[config.mk]
export PLATFORM = sky130hd
export DESIGN_NAME = tmr_top
export DESIGN_NICKNAME = d
export VERILOG_FILES = /design/src/rtl/tmr_pkg.sv /design/src/rtl/tmr_regs.sv /design/src/rtl/tmr_prescale.sv /design/src/rtl/tmr_counter.sv /design/src/rtl/tmr_top.sv
export SDC_FILE = /design/constraint.sdc
export NUM_CORES = 1
export LEC_CHECK = 0
export ABC_AREA = 1
export BUFFER_PORTS_ARGS = -buffer_cell sky130_fd_sc_hd__buf_2
export CAP_MARGIN = 10
export CORE_ASPECT_RATIO = 0.5
export CORE_MARGIN = 3
export CORE_UTILIZATION = 50
export CTS_CLUSTER_DIAMETER = 100
export DETAILED_ROUTE_END_ITERATION = 6
export PLACE_DENSITY = 0.69
export RECOVER_POWER = 50
export REMOVE_ABC_BUFFERS = 1
export SLEW_MARGIN = 0
export SYNTH_ARGS = -nofsm -noshare
export SYNTH_HDL_FRONTEND = slang
export SYNTH_HIERARCHICAL = 1
export SYNTH_SLANG_ARGS = --single-unit
[constraint.sdc]
create_clock -name clk -period 4.1 [get_ports clk]
set_input_delay 0.205 -clock clk [delete_from_list [all_inputs] [get_ports clk]]
set_output_delay 0.205 -clock clk [all_outputs]
set_load 0.01 [all_outputs]
[src/rtl/tmr_pkg.sv]
// Package: shared register offsets, control field positions and control type
// for the periodic interrupt timer. Assumes a 3-bit byte-offset address.
package tmr_pkg;
    localparam logic [2:0] ADDR_CTRL = 3'd0;
    localparam logic [2:0] ADDR_MOD  = 3'd2;
    localparam logic [2:0] ADDR_CNT  = 3'd4;

    localparam int BIT_RELOAD = 0;
    localparam int BIT_RUN    = 1;
    localparam int BIT_FLAG   = 2;
    localparam int BIT_IE     = 3;
    localparam int BIT_OVW    = 4;
    localparam int SEL_LO     = 8;
    localparam int SEL_W      = 4;

    typedef struct packed {
        logic [SEL_W-1:0] sel;
        logic             ovw;
        logic             ie;
        logic             run;
        logic             reload;
    } ctrl_t;
endpackage

[src/rtl/tmr_regs.sv]
// Module: register file. Holds control, modulus and event flag, decodes bus
// writes, makes the counter load strobe and muxes read data.
// Assumes single-cycle write strobes and combinational reads.
module tmr_regs
    import tmr_pkg::*;
#(
    parameter int DATA_W = 16,
    parameter int ADDR_W = 3
) (
    input  logic              clk,
    input  logic              rst_n,
    input  logic [ADDR_W-1:0] addr_i,
    input  logic              wr_en_i,
    input  logic [DATA_W-1:0] wdata_i,
    input  logic              expire_i,
    input  logic [DATA_W-1:0] cnt_i,
    output ctrl_t             ctrl_o,
    output logic [DATA_W-1:0] modulus_o,
    output logic              flag_o,
    output logic              load_o,
    output logic [DATA_W-1:0] load_val_o,
    output logic [DATA_W-1:0] rdata_o
);
    ctrl_t             ctrl_q;
    logic [DATA_W-1:0] mod_q;
    logic              flag_q;
    logic              wr_ctrl;
    logic              wr_mod;
    logic              start;

    // Decode writes and detect the run bit going from 0 to 1
    always_comb begin
        wr_ctrl = wr_en_i && (addr_i == ADDR_W'(ADDR_CTRL));
        wr_mod  = wr_en_i && (addr_i == ADDR_W'(ADDR_MOD));
        start   = wr_ctrl && wdata_i[BIT_RUN] && !ctrl_q.run;
    end

    // Control register update
    always_ff @(posedge clk) begin
        if (!rst_n) begin
            ctrl_q <= '0;
        end else if (wr_ctrl) begin
            ctrl_q.sel    <= wdata_i[SEL_LO +: SEL_W];
            ctrl_q.ovw    <= wdata_i[BIT_OVW];
            ctrl_q.ie     <= wdata_i[BIT_IE];
            ctrl_q.run    <= wdata_i[BIT_RUN];
            ctrl_q.reload <= wdata_i[BIT_RELOAD];
        end
    end

    // Modulus register update
    always_ff @(posedge clk) begin
        if (!rst_n)      mod_q <= '0;
        else if (wr_mod) mod_q <= wdata_i;
    end

    // Event flag: an expiry sets it and takes priority over a write-1 clear
    always_ff @(posedge clk) begin
        if (!rst_n)                             flag_q <= 1'b0;
        else if (expire_i)                      flag_q <= 1'b1;
        else if (wr_ctrl && wdata_i[BIT_FLAG])  flag_q <= 1'b0;
    end

    // Counter load strobe and the value it loads
    always_comb begin
        load_o     = start || (wr_mod && ctrl_q.ovw);
        load_val_o = wr_mod ? wdata_i : mod_q;
    end

    // Read data mux
    always_comb begin
        rdata_o = '0;
        case (addr_i)
            ADDR_W'(ADDR_CTRL): begin
                rdata_o[BIT_RELOAD]           = ctrl_q.reload;
                rdata_o[BIT_RUN]              = ctrl_q.run;
                rdata_o[BIT_FLAG]             = flag_q;
                rdata_o[BIT_IE]               = ctrl_q.ie;
                rdata_o[BIT_OVW]              = ctrl_q.ovw;
                rdata_o[SEL_LO +: SEL_W]      = ctrl_q.sel;
            end
            ADDR_W'(ADDR_MOD): rdata_o = mod_q;
            ADDR_W'(ADDR_CNT): rdata_o = cnt_i;
            default:           rdata_o = '0;
        endcase
    end

    assign ctrl_o    = ctrl_q;
    assign modulus_o = mod_q;
    assign flag_o    = flag_q;

    assert_flag_set_R8: assert property (@(posedge clk) disable iff (!rst_n)
        expire_i |=> flag_q);
    assert_flag_clear_R8: assert property (@(posedge clk) disable iff (!rst_n)
        (wr_ctrl && wdata_i[BIT_FLAG] && !expire_i) |=> !flag_q);
    assert_flag_hold_R8: assert property (@(posedge clk) disable iff (!rst_n)
        (!expire_i && !(wr_ctrl && wdata_i[BIT_FLAG])) |=> $stable(flag_q));
endmodule

[src/rtl/tmr_prescale.sv]
// Module: prescaler. Gives a one-cycle tick every 2^(sel+2) clock cycles
// while running. It is cleared on restart and held at zero while stopped.
module tmr_prescale #(
    parameter int SEL_W = 4
) (
    input  logic             clk,
    input  logic             rst_n,
    input  logic             run_i,
    input  logic             restart_i,
    input  logic [SEL_W-1:0] sel_i,
    output logic             tick_o
);
    localparam int PRE_W = (1 << SEL_W) + 1;
    localparam logic [PRE_W-1:0] ONE = PRE_W'(1);

    logic [PRE_W-1:0] pre_q;
    logic [PRE_W-1:0] lim;

    // Terminal count for the selected divide
    always_comb begin
        lim    = (ONE << (32'(sel_i) + 32'd2)) - ONE;
        tick_o = run_i && !restart_i && (pre_q == lim);
    end

    // Prescale counter
    always_ff @(posedge clk) begin
        if (!rst_n || !run_i || restart_i) pre_q <= '0;
        else if (tick_o)                   pre_q <= '0;
        else                               pre_q <= pre_q + ONE;
    end

    assert_pre_idle_R3: assert property (@(posedge clk) disable iff (!rst_n)
        (!run_i || restart_i) |=> (pre_q == '0));
    assert_pre_wrap_R3: assert property (@(posedge clk) disable iff (!rst_n)
        tick_o |=> (pre_q == '0));
endmodule

[src/rtl/tmr_counter.sv]
// Module: down counter. Loads on request, steps on ticks and reports expiry
// when a tick finds it at zero. Assumes ticks never coincide with a load.
module tmr_counter #(
    parameter int DATA_W = 16
) (
    input  logic              clk,
    input  logic              rst_n,
    input  logic              run_i,
    input  logic              tick_i,
    input  logic              load_i,
    input  logic [DATA_W-1:0] load_val_i,
    input  logic              reload_i,
    input  logic [DATA_W-1:0] modulus_i,
    output logic [DATA_W-1:0] cnt_o,
    output logic              expire_o
);
    localparam logic [DATA_W-1:0] ONE = DATA_W'(1);

    logic [DATA_W-1:0] cnt_q;

    // Expiry detection
    always_comb expire_o = run_i && tick_i && !load_i && (cnt_q == '0);

    // Count register: load, refill or wrap on expiry, else decrement
    always_ff @(posedge clk) begin
        if (!rst_n)                 cnt_q <= '0;
        else if (load_i)            cnt_q <= load_val_i;
        else if (run_i && tick_i) begin
            if (cnt_q == '0)        cnt_q <= reload_i ? modulus_i : '1;
            else                    cnt_q <= cnt_q - ONE;
        end
    end

    assign cnt_o = cnt_q;

    assert_dec_R4: assert property (@(posedge clk) disable iff (!rst_n)
        (run_i && tick_i && !load_i && cnt_q != '0) |=> (cnt_q == $past(cnt_q) - ONE));
    assert_hold_R4: assert property (@(posedge clk) disable iff (!rst_n)
        (!run_i && !load_i) |=> $stable(cnt_q));
    assert_reload_R5: assert property (@(posedge clk) disable iff (!rst_n)
        (expire_o && reload_i) |=> (cnt_q == $past(modulus_i)));
    assert_wrap_R6: assert property (@(posedge clk) disable iff (!rst_n)
        (expire_o && !reload_i) |=> (cnt_q == '1));
endmodule

[src/rtl/tmr_top.sv]
// Module: periodic interrupt timer top. Connects the register file,
// prescaler and down counter, and gates the level interrupt.
// Assumes the bus fabric presents one write per cycle at most.
module tmr_top
    import tmr_pkg::*;
#(
    parameter int DATA_W = 16,
    parameter int ADDR_W = 3
) (
    input  logic              clk,
    input  logic              rst_n,
    input  logic [ADDR_W-1:0] addr_i,
    input  logic              wr_en_i,
    input  logic [DATA_W-1:0] wdata_i,
    output logic [DATA_W-1:0] rdata_o,
    output logic              irq_o
);
    ctrl_t             ctrl;
    logic [DATA_W-1:0] modulus;
    logic [DATA_W-1:0] load_val;
    logic [DATA_W-1:0] cnt;
    logic              flag;
    logic              load;
    logic              tick;
    logic              expire;

    tmr_regs #(.DATA_W(DATA_W), .ADDR_W(ADDR_W)) u_regs (
        .clk(clk), .rst_n(rst_n), .addr_i(addr_i), .wr_en_i(wr_en_i),
        .wdata_i(wdata_i), .expire_i(expire), .cnt_i(cnt), .ctrl_o(ctrl),
        .modulus_o(modulus), .flag_o(flag), .load_o(load),
        .load_val_o(load_val), .rdata_o(rdata_o)
    );

    tmr_prescale #(.SEL_W(SEL_W)) u_pre (
        .clk(clk), .rst_n(rst_n), .run_i(ctrl.run), .restart_i(load),
        .sel_i(ctrl.sel), .tick_o(tick)
    );

    tmr_counter #(.DATA_W(DATA_W)) u_cnt (
        .clk(clk), .rst_n(rst_n), .run_i(ctrl.run), .tick_i(tick),
        .load_i(load), .load_val_i(load_val), .reload_i(ctrl.reload),
        .modulus_i(modulus), .cnt_o(cnt), .expire_o(expire)
    );

    // Level interrupt gating
    always_comb irq_o = flag && ctrl.ie;

    assert_irq_R9: assert property (@(posedge clk) disable iff (!rst_n)
        $rose(irq_o) |-> (ctrl.ie && flag));
    assert_ovw_load_R7: assert property (@(posedge clk) disable iff (!rst_n)
        (wr_en_i && addr_i == ADDR_W'(ADDR_MOD) && ctrl.ovw) |=> (cnt == $past(wdata_i)));
    assert_no_ovw_R7: assert property (@(posedge clk) disable iff (!rst_n)
        (wr_en_i && addr_i == ADDR_W'(ADDR_MOD) && !ctrl.ovw && !ctrl.run) |=> $stable(cnt));
endmodule

# Word level (Yosys, flattened, before mapping)
# Index checks and enable logic that the tools add are counted.
# Widths: inputs -> output; s select.
[word_totals]
output_inout_bits = 17
ff_bits = 58
elab_cells = 51
in_bits = 22
[classes]
n_mux = 11
n_eq_ne = 3
n_shift = 1
n_addsub = 4
reduce_logical = 23
[op_table]
columns = ["operator", "n"]
rows = [
  ["$mux 16", 5],
  ["$shl 1x32->17 const A", 1],
  ["$add 17x1->17 const B", 1],
  ["$eq 17x17->1", 1],
  ["$sub 17x1->17 const B", 1],
  ["$logic_not 16->1", 1],
  ["$sub 16x1->16 const B", 1],
  ["$pmux 5 s3", 1],
  ["$logic_and 1x1->1", 12],
  ["$pmux 4 s3", 1],
  ["$pmux 4 s2", 1],
  ["$pmux 3 s2", 1],
  ["$add 4x2->5 const B", 1],
  ["$reduce_bool 2->1", 2],
  ["$eq 3x2->1 const B", 1],
  ["$eq 3x3->1 const B", 1],
  ["$logic_not 1->1", 3],
  ["$logic_not 3->1", 1],
  ["$logic_or 1x1->1", 3],
  ["$mux 1", 2],
  ["$reduce_or 2->1", 1],
]

# Depth between registers and ports, before layout
# Gate-level depths: netlist (run 1).
[depth]
depth_word = 12
mapped_depth = 25
ltp_nobuf = 25

# Modules after synthesis
# The synthesis (run 1) kept the hierarchy.
[modules_own_cells]
columns = ["mod", "instances", "cells_each", "seq_area_each_um2", "area_per_inst_um2"]
rows = [
  ["tmr_prescale", 1, 258, 340.3, 1540.2],
  ["tmr_counter", 1, 242, 320.3, 1465.2],
  ["tmr_regs", 1, 195, 500.5, 1348.8],
  ["tmr_top", 1, 2, 0.0, 7.5],
]

# Worst setup path after synthesis (run 1)
# No wires, ideal clock.
[synth_timing]
path_kind = "register to register"
from = "register u_regs.ctrl_q (netlist bit u_regs/ctrl_o[5])"
to = "register u_cnt.cnt_q[12] (netlist: u_cnt/cnt_o[12])"
setup_slack_ps = 1193
stages_incl_launch_ff = 21
synth_period_minus_slack_ps = 2907
arrival_ps = 2788
setup_time_ps = 119
required_time_ps = 3981
path_buffers = 0
path_cell_list = "dfxtp_1 > ha_1 > nor2_2 > nand3_1 > ha_1 > nand2_1 > inv_1 > nor2_1 > nand2_1 > nor2_1 > nand3_1 > nor2_1 > nand3_1 > nor2_1 > nand3_2 > nor2_1 > nand2_1 > nor2_2 > o21ai_1 > a21oi_1 > nor2_1"
[synth_between]
elab_chain_cells = 7
[synth_lines]
columns = ["item", "line", "rtl"]
rows = [
  ["from (decl)", "tmr_regs.sv:24", "ctrl_t ctrl_q;"],
  ["$add 4x2->5", "tmr_prescale.sv:21", "lim = (ONE << (32'(sel_i) + 32'd2)) - ONE;"],
  ["$shl 1x32->17", "tmr_prescale.sv:21", ""],
  ["$sub 17x1->17", "tmr_prescale.sv:21", ""],
  ["$eq 17x17->1", "tmr_prescale.sv:22", "tick_o = run_i && !restart_i && (pre_q == lim);"],
  ["$logic_and 1x1->1", "tmr_prescale.sv:22", ""],
  ["via tick", "tmr_top.sv:24", "logic tick;"],
  ["$logic_and 1x1->1", "tmr_counter.sv:28", "else if (run_i && tick_i) begin"],
  ["$reduce_bool 2->1 (no line)", "--", ""],
  ["to (signal assigned)", "tmr_counter.sv:27", "else if (load_i) cnt_q <= load_val_i;"],
  ["to (signal assigned)", "tmr_counter.sv:29", "if (cnt_q == '0) cnt_q <= reload_i ? modulus_i : '1;"],
  ["to (signal assigned)", "tmr_counter.sv:30", "else cnt_q <= cnt_q - ONE;"],
  ["to (decl)", "tmr_counter.sv:19", "logic [DATA_W-1:0] cnt_q;"],
]
# The timed path passes the listed nets, and every way through them passes these cells.
# A chain may end at the register's enable or synchronous reset.

# Worst setup path in the final report (run 1)
# Ends and elaborated chain as after synthesis.

==> results.toml, run 1 <==
[global_routing]
grt_use_met2 = 0.4082
grt_use_total = 0.2460
grt_max_degree = 26
grt_overflow = 0
met1_usage = 0.3320
antenna_found_initial = 0
met3_usage = 0.05069
grt_pass1_vias = 4019
grt_pass1_wl_mm = 19.91
grt-busiest-layer = "met2"

[hold_path]
hold_path_class = "primary input to register"

[placed_design]
hpwl_mm = 8.683
placed_area_mm2 = 0.004599
placed_cells = 833
port_buffers = 38
place.gp.congestion = 0.9222

[synthesis]
synth-seq-cells = 58
syn_area_mm2 = 0.004362
ys_warn_count = 6
synthAdderAreaFrac = 0.01434
synth_area_leaders = "dfxtp_1 (27%), nand2_1 (19%), nand3_1 (11%)"
ys.flop_type = "dfxtp_1"
yosys-mux-area-fraction = 0
synth_top_cell_area_share = 0.2662
synth_compound_area_frac = 0.1079
syn_area_per_cell_um2 = 6.258
synth-xor-area-share = 0.03414
ys_seq_area_frac = 0.2662
synthDistinctLibCells = 40
synthSimpleGateAreaFrac = 0.4725
synth_edf_count = 0
ys_async_sr_fraction = 0
postSynthCellCount = 697
synth_top_family_by_area = "simple AND/OR/NAND/NOR gates"
yosys.area.top_type = "dfxtp_1"

[run_status]
violations = "max-capacitance violations, max-slew violations"
status = "finished with violations"

[floorplan]
dieArea_mm2 = 0.009948
core_mm2 = 0.008230
start_util = 0.5299
die_h_um = 72.05
io_pins = 39
row_count = 23
fp.dieW_um = 138.1

[clock_network]
cts_tree = "built"
cts_setup_buffers = 0
htreeDepth = 3
post_cts_resized = 0
numCtsBuffers = 9
path_clk_slew_ps = 50
clk_latency_ps = 330
cts.path.max_buffers = 2
cts_root_buffer = "clkbuf_16"
clock_sinks = 58
cts-hold-fix-buffers = 0

[setup_path]
cpMaxStageDelayCell = "dfxtp_1"
crit_type = "register to register"
crit_top_cell = "nand2_1"
path_delay_family = "simple AND/OR/NAND/NOR gates"
path_max_fanout = 10
worstPathArrival_ps = 3730
crit_chain = "ha_1 > nor2_2 > nand3_1 > ha_1 > nand2_1 > nand2_1 > nand2_1 > nand3_1 > nand2_1 > inv_1 > nor2_1 > nand3_1 > nor2_1 > nand3_2 > nor2_1 > nand2_1 > nor2_2 > o21ai_1 > a21oi_1 > nor2_1"
cpPeakStageDelay_ps = 480
crit_path_start_kind = "register"
endpoint_kind = "register"
path_buf_inv = 1
required_ps = 4320

[layout]
drive_gt1_frac = 0.1574
diodes = 0
area_growth_pct = 11.42
final_cells = 849
nNetsFinal = 759
fin_area_mm2 = 0.004860

[routing]
routed_wl_mm = 11.98
vias = 4478
viasPerCell = 5.274
wl_per_cell_um = 14.11
drcViolationCount = 0
route.antenna.remaining_nets = 0
drt_first_pass_iters = 5
first_iter_violations = 293

[sta]
hold_violations = 0
maxSlewViolCount = 17
rsz0062_at_grt = "false"
skew_ps = 3.394
max_slew_margin = -0.3587
setup_tns_ps = 0
finalSetupViolCount = 0
timing.final.crit_share = 0.8557
clock.fmax_ghz = 0.2850
hold_slack_ps = 132.2
worstMarginPinSlew_ps = 2022
post-route-min-period_ps = 3508

[pwr]
p_leak_nw = 2.189
power.total_w = 0.001534
swShare = 0.2648
p_int_w = 0.001128
power_frac_comb = 0.117
p_sw_w = 0.0004063
ir_drop_mv = 0.1810
power_density_mw_per_mm2 = 315.7
clkPwrFrac = 0.505
pwr-share-seq = 0.378

[flow_run]
cap_viol_max_count = 1
metal layers:
layer	vias to the layer above	routed length, um
met5	-	0
met4	0	146
met3	18	715
met2	135	5363
met1	2035	5758
li1	2290	-
power by group through the flow:
stage	Clock, W	Combinational [W]	Sequential, W
global placement	0	0.000178	0.000592
finish	0.000774	0.000180	0.000580
CTS	0.000789	0.000180	0.000580
detailed placement	0	0.000179	0.000592
floorplan	0	0.000123	0.000589
global route	0.000811	0.000200	0.000581
logic make-up (layout without fill, tap and decap cells):
| family | count (synthesis) | after routing |
|---|---|---|
| fa+ha+maj | 5 | 5 |
| simple gates | 431 | 431 |
| buf+inv | 107 | 147 |
| compound gates | 79 | 79 |
| xor+xnor | 17 | 17 |
| flops | 58 | 58 |
worst min-delay path, stage by stage:
cell and delay (ps):
buf_2 100, nand2_2 70, a21oi_2 50
cells in the final DEF (no fill, tap or decap), types with 2 or more instances in the layout:
cell type	Yosys	routed
inv_2	6	6
ha_1	5	5
nor2_2	22	22
nand3_2	4	4
nand2_2	15	8
xor2_1	14	14
clkbuf_16	0	9
inv_1	80	80
o21ai_0	21	20
clkinv_1	2	2
or2_0	3	3
nor2_1	42	42
nand2_1	220	227
clkbuf_1	6	13
xnor2_1	3	3
inv_4	2	2
o21ai_1	5	6
clkbuf_8	0	2
nand4_1	4	4
o211ai_1	7	7
or2_2	2	2
nor3_1	5	6
a21oi_1	33	33
nor2_4	9	9
nand3b_1	2	2
buf_4	4	3
buf_2	2	25
clkinv_2	0	3
nand2_4	4	4
nand3_1	93	93
nand3_4	2	2
a21oi_2	9	9
dfxtp_1	58	58
path summary, 6_finish.rpt:
check / startpoint / end / slack, ps / cells past startpoint
setup / recovery: u_regs/ctrl_o[5] / u_cnt/cnt_o[12] / 590 / 20
hold / removal: wdata_i[14] / u_regs/modulus_o[14] / 130 / 3
setup reg to reg: u_regs/ctrl_o[5] / u_cnt/cnt_o[12] / 590 / 20
hold reg to reg: u_regs/flag_o / u_regs/flag_o / 490 / 2
per-stage QoR:
step / setup slack [ps] / util
after floorplan: 1155 / -
after global placement: 791.1 / 0.5588
after detailed placement: 657.8 / 0.5588
after CTS: 634.6 / 0.5959
after global routing: 179.2 / 0.5905
final: 591.6 / 0.5905
Yosys cell counts (9+ instances only):
| master | instances |
|---|---|
| nand2_1 | 220 |
| nor2_1 | 42 |
| a21oi_2 | 9 |
| a21oi_1 | 33 |
| dfxtp_1 | 58 |
| nor2_4 | 9 |
| xor2_1 | 14 |
| o21ai_0 | 21 |
| inv_1 | 80 |
| nor2_2 | 22 |
| nand2_2 | 15 |
| nand3_1 | 93 |
flip-flops by register name, indices dropped and copies added, names as in the netlist:
name	count
u_regs/flag_o	1
u_cnt/cnt_o	16
u_regs/modulus_o	16
u_pre/pre_q	17
u_regs/ctrl_o	8
area by class of cell:
class | count | area [um^2]
multi-input combinational | 532 | 2714
tap | 112 | 140.1
timing repair buffer | 41 | 196.4
inverter | 90 | 342.8
clock buffer | 11 | 252.7
sequential | 58 | 1161
fill | 854 | 3371
clock inverter | 5 | 52.55
Power figures use the tool's default switching activity.
==> inputs of run 2 (changes only) <==
--- a/config.mk
+++ b/config.mk
@@ -13,7 +13,7 @@
 export CORE_UTILIZATION = 50
 export CTS_CLUSTER_DIAMETER = 100
 export DETAILED_ROUTE_END_ITERATION = 6
-export PLACE_DENSITY = 0.69
+export PLACE_DENSITY = 0.72
 export RECOVER_POWER = 50
 export REMOVE_ABC_BUFFERS = 1
 export SLEW_MARGIN = 0
==> constraint.sdc (replaced) <==
create_clock -name clk -period 2.9 [get_ports clk]
set_input_delay 0.145 -clock clk [delete_from_list [all_inputs] [get_ports clk]]
set_output_delay 0.145 -clock clk [all_outputs]
set_load 0.01 [all_outputs]
==> run 2 against run 1 <==
  * The run now ends clean
  * Clock power grew 43%
  * Sequential share of layout area fell by 1.2 points
  * Hold slack got worse by 63 ps
==> results.toml, run 2 (synthesis results as in run 1) <==
[clock_network]
clk_latency_ps = 330
cts.path.max_buffers = 2
htreeDepth = 3
cts_tree = "built"
cts-hold-fix-buffers = 0
clock_sinks = 58
numCtsBuffers = 9
cts_root_buffer = "clkbuf_16"
path_clk_slew_ps = 50

[routing]
viasPerCell = 5.343
route.antenna.remaining_nets = 0
drcViolationCount = 0
routed_wl_mm = 12.20
drt_first_pass_iters = 5
wl_per_cell_um = 14.01
first_iter_violations = 331
vias = 4654

[layout]
nFillCells = 788
drive_gt1_frac = 0.2029
fin_area_mm2 = 0.005144
final_common_cell = "nand2_1"
area_growth_pct = 17.93
nNetsFinal = 782
largest_register_ff_count = 17
diodes = 0
max_flop_register = "u_pre/pre_q"
layout_common_cells = "nand2_1 (217), nand3_1 (92), inv_1 (79)"

[setup_path]
path_delay_family = "simple AND/OR/NAND/NOR gates"
path_max_fanout = 7
worstPathArrival_ps = 2920
crit_chain = "ha_4 > inv_2 > nand2_2 > nand2_2 > nor2_4 > nand2_2 > ha_4 > nor2_1 > nor2_2 > nand2_1 > nor2_1 > nand3_1 > nor2_1 > nand3_1 > nor2_2 > nand3_2 > nor2_2 > nand2_2 > nand2_4 > buf_6 > o21ai_0 > inv_1 > a21oi_1"
required_ps = 3100
crit_top_cell = "nand2_2"
crit_type = "register to register"
crit_path_start_kind = "register"
endpoint_kind = "register"
cpMaxStageDelayCell = "dfxtp_2"
path_buf_inv = 3
cpPeakStageDelay_ps = 360

[floorplan]
dieArea_mm2 = 0.009948
io_pins = 39
die_h_um = 72.05
core_mm2 = 0.008230
start_util = 0.5299
row_count = 23
fp.dieW_um = 138.1

[pwr]
ir_drop_mv = 0.3376
p_leak_nw = 2.332
power_density_mw_per_mm2 = 427.5

[sta]
timing.final.crit_share = 0.9397
clock.fmax_ghz = 0.3669
post-route-min-period_ps = 2725
maxSlewViolCount = 0
fin_ws_ps = 174.8
setup_tns_ps = 0
hold_slack_ps = 69.42
max_slew_margin = 0.2078
skew_ps = 6.142
finalSetupViolCount = 0
worstMarginPinSlew_ps = 1182
hold_violations = 0

[hold_path]
hold_path_class = "primary input to register"

[global_routing]
grt-busiest-layer = "met2"
grt_use_met2 = 0.4136
grt_max_degree = 26
met3_usage = 0.05662
grt_overflow = 0
antenna_found_initial = 0
grt_pass1_vias = 4218
met1_usage = 0.3181
grt_use_total = 0.2479
grt_pass1_wl_mm = 20.13

[placed_design]
placed_area_mm2 = 0.004760
place.gp.congestion = 0.9551
hpwl_mm = 8.704
port_buffers = 38
pre_cts_slack_ps = -101.3

[run_status]
status = "complete, no violations"

[flow_run]
cap_viol_max_count = 0
-- run 2: changes by cell type in the layout (fill, tap and decap cells not counted), moves of 4 or more --
cell	delta
buf_4	+18
nand2_1	-10
a21oi_2	-6
nand2_2	+9
a21oi_1	+6
nor2_1	-4
-- run 2: final cells by class --
type / count / area, um^2 / area share
Inverter: 90 / 345.3 / 0.06714
Clock inverter: 3 / 65.06 / 0.01265
Tap cell: 112 / 140.1 / 0.02724
Clock buffer: 12 / 236.5 / 0.04597
Multi-Input combinational cell: 532 / 2788 / 0.5420
Sequential cell: 58 / 1167 / 0.2270
Timing Repair Buffer: 64 / 401.6 / 0.07808
-- run 2: report_power, final --
group	switching (W)	total (W)	internal (W)
clock	0.000362	0.00111	0.000745
combinational	0.000178	0.000272	0.0000941
sequential	0.0000122	0.000820	0.000808
total	0.000552	0.00220	0.00165
-- run 2: metrics by stage --
stage,std cells,util,power [W]
2_1_floorplan,680,-,0.001008
3_3_place_gp,851,0.5783,0.001099
3_5_place_dp,851,0.5783,0.001102
4_1_cts,867,0.6171,0.002220
5_1_grt,871,0.6250,0.002290
6_report,871,0.6250,0.002199
-- run 2: routing by layer --
layer  part of all wire  vias up
met5                  0        -
met1               0.45     2131
li1                   -     2339
met4              0.020        0
met2               0.46      158
met3              0.067       26
-- run 2: repair_timing --
action	in CTS	in global routing
pin swaps	1	3
endpoints found under the setup margin	11	17
cloned	0	0
resized for setup	3	22
buffers inserted	1	4
-- run 2: worst register-to-register path: cells and delay by family (launching register included) --
kind                     cells  cell delay, ps
buffers and inverters        3             260
flip-flops                   1             360
adder cells (fa/ha/maj)      2             420
AO/OA/AOI/OAI                2             140
AND/OR/NAND/NOR             16            1410
-- run 2: path summary, 6_finish.rpt --
kind / start / end / slack [ps] / cells after the start
worst max-delay path: u_regs/ctrl_o[5] / u_cnt/cnt_o[11] / 170 / 23
worst min register to register: u_regs/flag_o / u_regs/flag_o / 480 / 2
worst min-delay path: wdata_i[13] / u_regs/modulus_o[13] / 70 / 3
worst max register to register: u_regs/ctrl_o[5] / u_cnt/cnt_o[11] / 170 / 23
